<file path="src/rtl/csync_separator.sv">
module csync_separator #(
  parameter int PW = 12,
  parameter int IW = 16
) (
  input  logic          clk,
  input  logic          rst_n,
  input  logic          sync_in,
  input  logic [PW-1:0] period,
  input  logic          inhib_en,
  output logic          sync_pos,
  output logic          lead_strobe,
  output logic          vsync_out,
  output logic          inhibit,
  output logic          pol_neg,
  output logic          comp_det
);
  localparam int TW = PW + 3;

  logic [IW-1:0] integ;
  logic          s_r, s_d, vs, comp;
  logic [PW-1:0] wcnt, per_q, thr;
  logic [TW-1:0] thr_full;
  logic [1:0]    post;
  logic          hit;

  assign pol_neg     = integ[IW-1];
  assign thr_full    = ({3'b000, per_q} << 2) + {3'b000, per_q};
  assign thr         = PW'(thr_full >> 4);
  assign hit         = s_r && (wcnt >= thr);
  assign sync_pos    = s_r;
  assign lead_strobe = s_r & ~s_d;
  assign vsync_out   = vs;
  assign comp_det    = comp;
  assign inhibit     = inhib_en & (vs | (post != 2'd0));

  always_ff @(posedge clk) begin
    if (!rst_n) begin
      integ <= '0;
      s_r   <= 1'b0;
      s_d   <= 1'b0;
      wcnt  <= '0;
      per_q <= '1;
      vs    <= 1'b0;
      comp  <= 1'b0;
      post  <= 2'd0;
    end else begin
      if (sync_in && integ != '1)       integ <= integ + 1'b1;
      else if (!sync_in && integ != '0) integ <= integ - 1'b1;
      s_r <= sync_in ^ pol_neg;
      s_d <= s_r;
      if (!s_r)            wcnt <= '0;
      else if (wcnt != '1) wcnt <= wcnt + 1'b1;
      if (lead_strobe) per_q <= period;
      vs   <= s_r && (vs || wcnt >= thr);
      comp <= comp | hit;
      if (vs)                             post <= 2'd3;
      else if (lead_strobe && post != '0) post <= post - 1'b1;
    end
  end


  a_r4_lead_single: assert property (@(posedge clk) disable iff (!rst_n)
    lead_strobe |=> !lead_strobe);

  a_r5_vs_needs_sync: assert property (@(posedge clk) disable iff (!rst_n)
    vsync_out |-> $past(sync_pos));

  a_r6_comp_on_vs: assert property (@(posedge clk) disable iff (!rst_n)
    $rose(vsync_out) |-> comp_det);

  a_r6_comp_sticky: assert property (@(posedge clk) disable iff (!rst_n)
    comp_det |=> comp_det);

  a_r7_release_on_lead: assert property (@(posedge clk) disable iff (!rst_n)
    ($fell(inhibit) && inhib_en && $past(inhib_en)) |-> $past(lead_strobe));
endmodule

</file>
<file path="config.mk">
export PLATFORM = sky130hd
export DESIGN_NAME = csync_separator
export DESIGN_NICKNAME = d
export VERILOG_FILES = /design/src/rtl/csync_separator.sv
export SDC_FILE = /design/constraint.sdc
export NUM_CORES = 1
export LEC_CHECK = 0
export ABC_AREA = 1
export CAP_MARGIN = 5
export CORE_MARGIN = 2
export CORE_UTILIZATION = 47
export CTS_CLUSTER_DIAMETER = 200
export DETAILED_ROUTE_END_ITERATION = 10
export PLACE_DENSITY = 0.66
export SYNTH_ARGS = -nofsm -noshare
export SYNTH_HDL_FRONTEND = slang
export SYNTH_SLANG_ARGS = --single-unit
</file>
<file path="constraint.sdc">
create_clock -name clk -period 5 [get_ports clk]
set_clock_uncertainty 0.05 [all_clocks]
set_input_delay 1.5 -clock clk [delete_from_list [all_inputs] [get_ports clk]]
set_output_delay 1.5 -clock clk [all_outputs]
set_load 0.1 [all_outputs]
</file>
; ---- After elaboration in Yosys (flattened, before gate mapping)
; Cells that the tools add are included.
[totals]
register_bits = 46
inputBits = 16
elab_cells = 38
[op_classes]
n_addsub = 5
magnitude_cmp = 1
n_eq_ne = 2
mux = 4
n_bitwise = 6
n_reduce_logical = 12
[op_table]
columns = operator, count
row1 = 16-bit two-way mux, 2
row2 = 16-bit by 1-bit adder with 16-bit output (second input constant), 1
row3 = 16-bit != test (second input constant), 1
row4 = 16-bit nonzero test, 1
row5 = 16-bit by 1-bit subtractor with 16-bit output (second input constant), 1
row6 = 14-bit by 12-bit adder with 15-bit output, 1
row7 = 12-bit by 1-bit adder with 12-bit output (second input constant), 1
row8 = 12-bit by 11-bit greater-or-equal comparator with 1-bit output, 1
row9 = 12-bit != test (second input constant), 1
row10 = 2-bit nonzero test, 3
row11 = 1-bit logical AND, 5
row12 = 2-bit two-way mux, 2
row13 = 1-bit bitwise AND, 2
row14 = 1-bit bitwise OR, 2
row15 = 2-bit AND reduction, 1
row16 = 2-bit by 1-bit subtractor with 2-bit output (second input constant), 1
row17 = 1-bit logical NOT, 1
row18 = 1-bit logical OR, 1
row19 = 1-bit NOT, 1
row20 = 1-bit bitwise XOR, 1

; ---- Logic depth before layout (Yosys ltp)
[logic_depth]
word_depth = 5
depth_mapped = 17
mapped_depth_nobuf = 17

; ---- Least setup slack after synthesis
; OpenSTA, ideal clock, no wires.
[synth_path]
path_type = in2out
from = in inhib_en
to = out inhibit
t_arrival_ns = 3.689
path_slack_ns = -0.239
cell_stages = 1
path_cell_list = a21boi_0
[synth_between]
elab_chain_cells = 1
[synth_rtl]
columns = element, line
row1 = start: declaration, 9  ; input logic inhib_en,
row2 = 1-bit bitwise AND, 34  ; assign inhibit = inhib_en & (vs | (post != 2'd0));
row3 = end: declaration, 13  ; output logic inhibit,
; Every way passes these cells.

; ---- Worst setup path after layout
; Same ends and word-level chain as after synthesis.

==> results.yml <==
clocking:
  post_cts_buffers: 0
  cts_buffer_depth: 2
  clk_latency_ns: 0.30
  cts_root_buffer: "clkbuf_8"
  cts_made_buffers: 5
  ctsResizeCount: 0
  clkSinkCount: 46
  cts.clk_slew.worst_paths_ns: 0.08
  cts_tree: "built"
  h-tree-depth: 2
  postCtsHoldBufs: 0
floorplanning:
  die_area_um2: 7760
  die_x_um: 88.1
  coreArea_um2: 6830
  row_count: 30
  ios: 22
  initial_core_util_pct: 48.6
  die_h_um: 88.1
yosys:
  synthTopCellsByCount: "nand2_1, inv_1, dfxtp_1"
  synth_most_common_cell: "nand2_1"
  syn_area_per_cell_um2: 6.60
  yosys.area.top_type_share_pct: 27.7
  postSynthCellCount: 503
  synth_area_um2: 3320
  synth-seq-cells: 46
  synth_top_cell_by_area: "dfxtp_1"
  synthDistinctLibCells: 34
  yosysSeqAreaShare_pct: 27.7
  async_flop_share_pct: 0
  synthFlopType: "dfxtp_1"
  syn_nets: 556
  synthTopCellsByArea: "dfxtp_1, nand2_1, ha_1, inv_1, a21oi_1"
  ys.warnings.count: 0
  synth_edf_count: 0
layout:
  final_area_um2: 3700
  final_net_count: 577
  layout-drive-gt1-share_pct: 3.05
  post-route-util_pct: 54.2
  diodes: 0
  syn2layout_area_growth_pct: 11.5
route:
  drt-total-wl_mm: 6.85
  drc_errors: 0
  initialDrtViolationCount: 99
  vias: 3049
  wl_per_cell_um: 11.0
  dr.pass1.iters: 4
  antenna_left: 0
  via_per_inst: 4.91
power_and_ir_drop:
  leakage_nw: 1.91
  finalPower_mw: 1.24
  pwr_density_cell_nw_per_um2: 335
  irDropWorstVdd_mv: 0.170
grt:
  grt_max_degree: 20
  grtUsageMet2_pct: 34.3
  grt_pass1_wl_mm: 11.5
  grtUsageMet1_pct: 22.4
  grt.busiest_layer: "met2"
  grtUsageTotal_pct: 18.7
  overflow: 0
  grt_pass1_vias: 2741
  met3_usage_pct: 2.54
  antenna_found_initial: 0
timing:
  final.setup.tns_ns: 0
  timing.final.crit_period_ns: 3.94
  fin_crit_sh_pct: 78.8
  max_slew.worst_pin.slew_ns: 0.971
  rsz0062_at_grt: "no"
  final_hold_viol_count: 0
  final-setup-viol-count: 0
  maxSlewHeadroom_pct: 35.1
  fmax_ghz: 0.254
  finalWorstSetupSlack_ns: 1.06
  finalMaxSlewViolations: 0
worst_setup_path:
  cp.arrival_ns: 2.39
  worstSetupPathType: "in2out"
  crit_required_ns: 3.45
  endpoint_kind: "output port"
  critPathLaunchType: "input port"
  crit_fanout: 1
flow_run:
  cap_violations: 0
place:
  portBuffers: 21
  gp_congestion: 0.827
  postPlaceCellArea_um2: 3600
  dp_hpwl_mm: 5.47
  pre_cts_ws_ns: 1.05
hold_path:
  hp-class: "reg2reg"
outcome:
  status: "finished clean"
==> registers in the layout, indices dropped and copies added (netlist names) <==
name,flops
integ,16
vsync_out,1
post,2
s_d,1
comp_det,1
wcnt,12
sync_pos,1
per_q,12
==> worst paths after layout <==
kind,start,cells after the start,endpoint,slack (ns)
hold / removal,comp_det,2,comp_det,0.40
hold reg to reg,comp_det,2,comp_det,0.40
setup reg to reg,per_q[3],13,vsync_out,2.26
setup / recovery,inhib_en,3,inhibit,1.06
==> cell type report <==
type	instances	area (um2)
Fill cell	735	3130
Multi-Input combinational cell	377	2080
Sequential cell	46	921
Inverter	73	274
Timing Repair Buffer	21	205
Tap cell	96	120
Clock buffer	7	76.3
Clock inverter	1	30.0
==> cells by family after synthesis <==
| group | count (synthesis) | share of synthesized area (%) |
|---|---|---|
| buffers and inverters | 80 | 9.75 |
| xor gates and xnor gates | 21 | 5.54 |
| adders and majority gates | 37 | 14.2 |
| DFF | 46 | 27.7 |
| AOI/OAI and AO/OA | 63 | 10.4 |
| and+or+nand+nor | 256 | 32.5 |
==> metal layers <==
layer,vias up,share of wire [%]
met5,-,0
met4,0,0.79
met3,2,2.3
met2,25,50
met1,1371,47
li1,1651,-
==> where the power goes <==
part           internal, mW  switching [mW]
clock network         0.150           0.124
logic                 0.206           0.314
registers             0.408          0.0391
total                 0.763           0.478
==> per-stage QoR <==
step | hold WS [ns] | cells
global placement | 0.388 | 613
CTS | 0.400 | 621
floorplan | 0.378 | 503
finish | 0.396 | 621
detailed placement | 0.387 | 613
global route | 0.441 | 621
==> cell usage in the layout, fill, tap and decap left out, drive strengths merged <==
master	Yosys	layout
a21oi	41	41
clkdlybuf4s50	0	19
nor4	1	1
and3	1	1
nand4	4	4
nor3	5	5
clkbuf	3	7
a21boi	1	1
nand3	41	41
a31oi	4	4
a21o	1	1
inv	72	72
buf	4	2
o21bai	2	2
fa	1	1
o21ai	13	13
xnor2	11	11
o211ai	1	1
and2	1	1
clkinv	1	1
dfxtp	46	46
nand2	160	160
nand3b	1	1
xor2	10	10
nor2	42	42
ha	36	36
bufinv	0	1
==> critical path, cell delays in order <==
cell	delay (ns)
clkdlybuf4s50_1	0.44
a21boi_1	0.14
buf_4	0.30
Note: power is estimated with default switching activity, not from simulation.
